$ cat config.mk
export PLATFORM = sky130hd
export DESIGN_NAME = irq_coalesce
export DESIGN_NICKNAME = d
export VERILOG_FILES = /design/src/rtl/irq_hold_pkg.sv /design/src/rtl/holdoff_counter.sv /design/src/rtl/pending_latch.sv /design/src/rtl/irq_coalesce.sv
export SDC_FILE = /design/constraint.sdc
export NUM_CORES = 1
export LEC_CHECK = 0
export BUFFER_PORTS_ARGS = -buffer_cell sky130_fd_sc_hd__buf_2
export CORE_MARGIN = 2
export CORE_UTILIZATION = 35
export DETAILED_ROUTE_END_ITERATION = 10
export SLEW_MARGIN = 20
export SYNTH_ARGS = -nofsm -noshare
export SYNTH_HDL_FRONTEND = slang
export SYNTH_HIERARCHICAL = 1
export SYNTH_SLANG_ARGS = --single-unit
$ cat constraint.sdc
create_clock -name clk -period 1.88 [get_ports clk]
set_input_delay 0.188 -clock clk [delete_from_list [all_inputs] [get_ports clk]]
set_output_delay 0.188 -clock clk [all_outputs]
set_load 0.05 [all_outputs]
$ cat src/rtl/irq_hold_pkg.sv
package irq_hold_pkg;

  localparam int unsigned DEF_CLASSES = 2;
  localparam int unsigned DEF_CNT_W   = 16;

  typedef enum logic [1:0] {
    CNT_HOLD = 2'd0,
    CNT_LOAD = 2'd1,
    CNT_DEC  = 2'd2
  } cnt_action_e;

endpackage

$ cat src/rtl/holdoff_counter.sv
module holdoff_counter #(
  parameter int unsigned CNT_W = irq_hold_pkg::DEF_CNT_W
) (
  input  logic             clk,
  input  logic             rst_n,
  input  logic             load_i,
  input  logic [CNT_W-1:0] load_val_i,
  output logic             expired_o
);
  import irq_hold_pkg::*;

  logic [CNT_W-1:0] cnt_q;
  cnt_action_e      action;

  function automatic cnt_action_e pick_action(input logic ld, input logic [CNT_W-1:0] cur);
    if (ld)            return CNT_LOAD;
    else if (cur != '0) return CNT_DEC;
    else               return CNT_HOLD;
  endfunction

  function automatic logic [CNT_W-1:0] next_count(input cnt_action_e act,
                                                  input logic [CNT_W-1:0] cur,
                                                  input logic [CNT_W-1:0] val);
    case (act)
      CNT_LOAD: return val;
      CNT_DEC:  return cur - 1'b1;
      default:  return cur;
    endcase
  endfunction

  assign action = pick_action(load_i, cnt_q);

  always_ff @(posedge clk or negedge rst_n) begin
    if (!rst_n) cnt_q <= '0;
    else        cnt_q <= next_count(action, cnt_q, load_val_i);
  end

  assign expired_o = (cnt_q == '0);

  // load takes the written value at the write edge
  a_r3_load: assert property (@(posedge clk) disable iff (!rst_n)
    load_i |=> cnt_q == $past(load_val_i));

  // one step down per cycle while running
  a_r3_step_down: assert property (@(posedge clk) disable iff (!rst_n)
    (!load_i && cnt_q != '0) |=> cnt_q == $past(cnt_q) - 1'b1);

  // stays at zero, no wrap
  a_r3_floor: assert property (@(posedge clk) disable iff (!rst_n)
    (!load_i && expired_o) |=> expired_o);

endmodule

$ cat src/rtl/pending_latch.sv
module pending_latch (
  input  logic clk,
  input  logic rst_n,
  input  logic evt_i,
  input  logic clr_i,
  output logic pend_o
);

  logic pend_q;

  function automatic logic next_pend(input logic cur, input logic ev, input logic clr);
    return (cur & ~clr) | ev;
  endfunction

  always_ff @(posedge clk or negedge rst_n) begin
    if (!rst_n) pend_q <= 1'b0;
    else        pend_q <= next_pend(pend_q, evt_i, clr_i);
  end

  assign pend_o = pend_q;

  // an event always leaves the class pending
  a_r2_set: assert property (@(posedge clk) disable iff (!rst_n)
    evt_i |=> pend_q);

  // pending is kept until read
  a_r2_hold: assert property (@(posedge clk) disable iff (!rst_n)
    (pend_q && !clr_i) |=> pend_q);

  // a read without a new event clears the bit
  a_r7_clear: assert property (@(posedge clk) disable iff (!rst_n)
    (clr_i && !evt_i) |=> !pend_q);

endmodule

$ cat src/rtl/irq_coalesce.sv
module irq_coalesce #(
  parameter int unsigned NUM_CLASSES = irq_hold_pkg::DEF_CLASSES,
  parameter int unsigned CNT_W       = irq_hold_pkg::DEF_CNT_W
) (
  input  logic                   clk,
  input  logic                   rst_n,
  input  logic [NUM_CLASSES-1:0] evt_i,
  input  logic [NUM_CLASSES-1:0] mask_i,
  input  logic [NUM_CLASSES-1:0] dly_we_i,
  input  logic [CNT_W-1:0]       dly_wdata_i,
  input  logic                   cause_rd_i,
  output logic [NUM_CLASSES-1:0] cause_o,
  output logic                   irq_o
);

  logic [NUM_CLASSES-1:0] pend_w;
  logic [NUM_CLASSES-1:0] expired_w;
  logic [NUM_CLASSES-1:0] ready_w;

  function automatic logic [NUM_CLASSES-1:0] class_ready(input logic [NUM_CLASSES-1:0] p,
                                                         input logic [NUM_CLASSES-1:0] m,
                                                         input logic [NUM_CLASSES-1:0] e);
    return p & ~m & e;
  endfunction

  for (genvar c = 0; c < NUM_CLASSES; c++) begin : g_class
    holdoff_counter #(.CNT_W(CNT_W)) i_cnt (
      .clk        (clk),
      .rst_n      (rst_n),
      .load_i     (dly_we_i[c]),
      .load_val_i (dly_wdata_i),
      .expired_o  (expired_w[c])
    );

    pending_latch i_pend (
      .clk    (clk),
      .rst_n  (rst_n),
      .evt_i  (evt_i[c]),
      .clr_i  (cause_rd_i),
      .pend_o (pend_w[c])
    );
  end

  assign ready_w = class_ready(pend_w, mask_i, expired_w);
  assign irq_o   = |ready_w;
  assign cause_o = pend_w;

  // full masking silences the line
  a_r6_masked: assert property (@(posedge clk) disable iff (!rst_n)
    (&mask_i) |-> !irq_o);

  // the line is never up while every pending class is still counting
  a_r4_needs_expiry: assert property (@(posedge clk) disable iff (!rst_n)
    irq_o |-> (|(pend_w & expired_w)));

  // nothing is pending right after reset leaves
  a_r1_clean_start: assert property (@(posedge clk)
    $rose(rst_n) |-> (cause_o == '0));

endmodule

### Yosys cells after proc, flatten, opt, wreduce, memory -nomap -nowiden

Cells that the tools add are included.

| operators by class | value |
|---|---|
| bitwise operators | 8 |
| mux-type cells | 6 |
| reductions and logical operators | 7 |
| add/sub/neg operators | 2 |
| equal/unequal tests | 4 |

Operators with widths:

| kind | number |
|---|---|
| $pmux 16 s2 | 2 |
| $logic_not 16->1 | 2 |
| $reduce_bool 16->1 | 2 |
| $sub 16x1->16 const B | 2 |
| $mux 2 | 4 |
| $and 2x2->2 | 2 |
| $eq 2x1->1 const B | 2 |
| $eq 2x2->1 const B | 2 |
| $reduce_bool 2->1 | 2 |
| $and 1x1->1 | 2 |
| $not 2->2 | 1 |
| $or 1x1->1 | 2 |
| $reduce_or 2->1 | 1 |
| $not 1->1 | 1 |

| word-level totals | value |
|---|---|
| word-level logic and storage cells | 31 |
| output and inout port bits | 3 |
| register bits after elaboration | 34 |
| input bits | 25 |

### Longest topological paths before layout

| depth | value |
|---|---|
| depth in word-level cells | 5 |
| mapped depth | 7 |
| mapped depth without buffers | 7 |

### Cells and area by module

Netlist, hierarchy kept.

By module, submodules not included:

| module | instances | area each (um2) | cells each |
|---|---|---|---|
| holdoff_counter | 2 | 937.1 | 99 |
| pending_latch | 2 | 36.3 | 3 |
| irq_coalesce | 1 | 20.0 | 3 |

### Worst setup path after synthesis

OpenSTA, ideal clock, no wires.

| path | value |
|---|---|
| path type | reg-to-output |
| from | reg g_class[1].i_cnt.cnt_q[0] |
| to | out irq_o |
| arrival | 1.865 ns |
| cell stages (with the launch flop) | 8 |
| path buffers | 0 |
| setup slack | -0.173 ns |
| path through | dfrtp_1 -> inv_1 -> ha_1 -> nor4b_4 -> nand2_4 -> nor2_4 -> nand2_1 -> o22ai_2 |

| on the way | value |
|---|---|
| cells in the longest elaborated chain, start to end | 3 |

Ends and longest elaborated chain:

| what | line | RTL |
|---|---|---|
| start, declared | holdoff_counter.sv:12 | `logic [CNT_W-1:0] cnt_q;` |
| start signal, assigned | holdoff_counter.sv:35 | `else cnt_q <= next_count(action, cnt_q, load_val_i);` |
| $logic_not 16->1 | holdoff_counter.sv:38 | `assign expired_o = (cnt_q == '0);` |
| named net expired_w[1] | irq_coalesce.sv:17 | `logic [NUM_CLASSES-1:0] expired_w;` |
| $and 2x2->2 | irq_coalesce.sv:23 | `return p & ~m & e;` |
| $reduce_or 2->1 | irq_coalesce.sv:45 | `assign irq_o = \|ready_w;` |
| end, declared | irq_coalesce.sv:13 | `output logic irq_o` |

The timed path passes the listed nets, and every way through them passes these cells.

### Final worst setup path

| path | value |
|---|---|
| from | reg g_class[0].i_cnt.cnt_q[1] |
| to | reg g_class[0].i_cnt.cnt_q[10] |

| on the way | value |
|---|---|
| cells in the longest elaborated chain, start to end | 5 |
| elaborated cells between the ends (all ways) | 8 |
| classes of those cells | 1 x add/sub; 2 x eq/ne; 3 x mux; 2 x reduce/logical |

Ends and longest elaborated chain:

| what | line |
|---|---|
| start, declared | holdoff_counter.sv:12 |
| start signal, assigned | holdoff_counter.sv:35 |
| branches (longest 5 deep; another with $sub 16x1->16) | -- |

Several ways; the timed one is not identified.
A chain may end at the register's enable or synchronous reset.

==> run metrics <==
GP Congestion 0.8229; Clock Tree Buf Depth 2; Synth area leader dfrtp_1; NetSw 0.6179 mW; Yosys top cell area share 43.26%; Crit Path Class flip-flop to flip-flop; Mapped Cells 207; quantity of I/O buffers inserted on ports 27; initial antenna violation count 0; die area 0.006235 mm2; core footprint 0.005473 mm2; worst rel slew slack 47.36%; Yosys Warn Count 6; share of cells above drive strength 1 38.52%; setup violators final 3; clock root cell clkbuf_8; worst slew pin tran 0.7896 ns; CTS buffer count 5; vias per std cell 5.231; internal power 1.344 mW; largest net degree at the start of global routing 35; Pwr Total 1.962 mW; EDFF count, synth 0; TNS Setup -0.3033 ns; final net count 296; total global routing overflow 0; first drt pass iteration count 4; DRC 0; Mapped Area 0.001967 mm2; Area contributors post-synth dfrtp_1 (43%), nand2_1 (6.1%), o31ai_1 (3.8%); fin crit period 1.997 ns; die width 78.97 um; DR vias 1789; maxcap violations 0; Syn Nets 234; Antenna Cells 0; ys async rst share 100.0%; WL/cell 14.99 um; Post-synth top flop dfrtp_1; hpwl dp 3.502 mm; switching share of power 31.49%; CTS tree built; skew final 0.01096 ns; Max H-tree Level 2; outcome complete, but fails checks; FF+latch area 850.8 um2; Hold Path Class primary input to asynchronous set/reset pin; register area share after synthesis 43.26%; Pins Over Slew Limit 0; Clk Latency, worst-skew pair 0.29 ns; drt total wl 5.125 mm; Syn-to-layout area delta 35.75%; Worst setup SP type flip-flop; Worst path top cell family by delay simple AND/OR/NAND/NOR gates; Max Clk Rate 0.5007 GHz; site row count 27; clock sinks 34; # IOs 28; part of the cycle the worst path needs 106.2%; WHS -0.02548 ns; final core occ 48.79%; worst setup margin -0.1171 ns; P_leak 1.105 nW; Seq pwr share 46.0%; worst-path cell chain inv_2 -> ha_4 -> nor4b_4 -> nand2_4 -> buf_8 -> or4_4 -> xor2_1 -> o31ai_2; pwr dens 734.9 mW/mm2; most frequent cells in the layout dfrtp_1 (34), buf_4 (32), nand2_1 (30); VDD IR max 0.3430 mV; global-route wire length before repair 8.245 mm; Worst EP arrival 2.20 ns; hold-fix buffers at CTS 0; #FFs+latches synth 34; failing checks negative hold slack, negative setup slack; Die Y-Extent 78.97 um; fillers 543; number of global-route vias before repair 1741; Initial DRC Count 73; RSZ-0062 raised after global routing true; Clk pin slew, worst setup/hold paths 0.08 ns; Initial Utilization 35.94%; Antenna Nets Post-Route 0; Final Hold Viols 29; Crit path buffers/inverters 2; CP max FO 6; GR Util All Layers 17.24%; critical path endpoint category flip-flop; CP max stage delay 0.41 ns; Avg Inst Size Synth 9.502 um2; Logic pwr share 24.5%; most common cell after layout, fill and taps aside dfrtp_1; post-synthesis cell type count 36; multi-input logic area 0.001189 mm2; CP max stage cell or4_4; Worst Path Required 2.08 ns; Clock power frac 29.5%
==> cell families (layout without fill, tap and decap cells) <==
kind of cell,after synthesis,after routing,share of synthesized area [%]
simple gates,86,86,24.43
flops,34,34,43.26
fa+ha+maj,2,2,1.272
xor+xnor,16,16,7.125
mux,8,8,4.199
buf+inv,16,79,3.054
compound gates,45,45,16.67
==> power groups by stage <==
stage	registers, mW	clock network (mW)	logic [mW]
final	0.903	0.578	0.481
after global routing	0.914	0.624	0.539
after CTS	0.895	0.594	0.454
after detailed placement	0.905	0	0.423
after global placement	0.905	0	0.415
after floorplan	0.913	0	0.243
==> metrics by stage <==
| stage | std cells | worst slack, ns | instance area [um2] |
|---|---|---|---|
| 2_1_floorplan | 207 | 0.01175 | 1994 |
| 3_3_place_gp | 323 | 0.03036 | 2370 |
| 3_5_place_dp | 323 | -0.03694 | 2370 |
| 4_1_cts | 342 | -0.1250 | 2589 |
| 5_1_grt | 342 | -0.2019 | 2670 |
| 6_report | 342 | -0.1171 | 2670 |
==> cells in the mapped netlist (2+ instances only) <==
library cell and count:
or4_1 2, nor3_1 14, o31ai_1 10, or3_1 2, and2_1 2, buf_1 2, or4_4 2, xnor2_1 8
nor4_1 4, nor2_4 2, mux2_2 2, o31a_2 2, a31oi_1 4, clkbuf_1 4, a311o_1 2, nor2_1 12
nor3b_1 2, nand2_4 2, mux2i_1 6, o311ai_0 2, nor4b_1 2, a21o_1 2, nand4_1 2, o21ai_0 14
xor2_1 8, ha_1 2, nand2_1 32, inv_1 10, a21oi_1 2, nor4b_4 2, o31ai_2 2, a2bb2oi_1 2
dfrtp_1 34, nand3_1 4, a221o_1 2
==> worst paths after layout <==
check | from | endpoint | slack (ns) | depth (start not counted)
min in group clk | evt_i[1] | g_class[1].i_pend/pend_o | 0.08 | 2
max reg2reg | g_class[0].i_cnt/cnt_q[1] | g_class[0].i_cnt/cnt_q[10] | -0.12 | 8
max | g_class[0].i_cnt/cnt_q[1] | g_class[0].i_cnt/cnt_q[10] | -0.12 | 8
min | rst_n | g_class[1].i_cnt/cnt_q[3] | -0.03 | 1
min reg2reg | g_class[1].i_pend/pend_o | g_class[1].i_pend/pend_o | 0.53 | 1
max in group asynchronous | rst_n | g_class[1].i_cnt/cnt_q[13] | 1.39 | 1
==> flip-flops by register name, summed over array words and instances (netlist names) <==
| name | flops |
|---|---|
| g_class.i_cnt/cnt_q | 32 |
| g_class.i_pend/pend_o | 2 |
==> worst register-to-register path, stage by stage, from the launching register on <==
cell	delay, ns
dfrtp_1	0.40
inv_2	0.09
ha_4	0.13
nor4b_4	0.30
nand2_4	0.11
buf_8	0.16
or4_4	0.41
xor2_1	0.16
o31ai_2	0.16
==> layout make-up <==
| class | instances | share of cell area (%) |
|---|---|---|
| clock buffers | 6 | 3.093 |
| repair buffers | 61 | 15.28 |
| inverters | 10 | 1.406 |
| flip-flops and latches | 34 | 31.87 |
| well taps | 72 | 3.374 |
| multi-input cells | 157 | 44.52 |
| clock inverters | 2 | 0.4686 |
==> layer usage <==
metal / track usage [%] / wire (um) / part of all wire (%) / up-vias
met1: 23.13 / 2388 / 47 / 865
met2: 27.80 / 2435 / 48 / 43
met4: 5.172 / 67 / 1.3 / 0
li1: - / - / - / 872
met5: 0 / 0 / 0 / -
met3: 3.864 / 234 / 4.6 / 9
==> timing repair <==
| action | CTS | global route |
|---|---|---|
| hold endpoints to repair | 0 | 0 |
| pin swaps | 7 | 4 |
| buffers inserted | 11 | 3 |
| cloned | 0 | 0 |
| resized for setup | 9 | 19 |
| setup endpoints to repair | 3 | 15 |
Power figures use the tool's default switching activity.
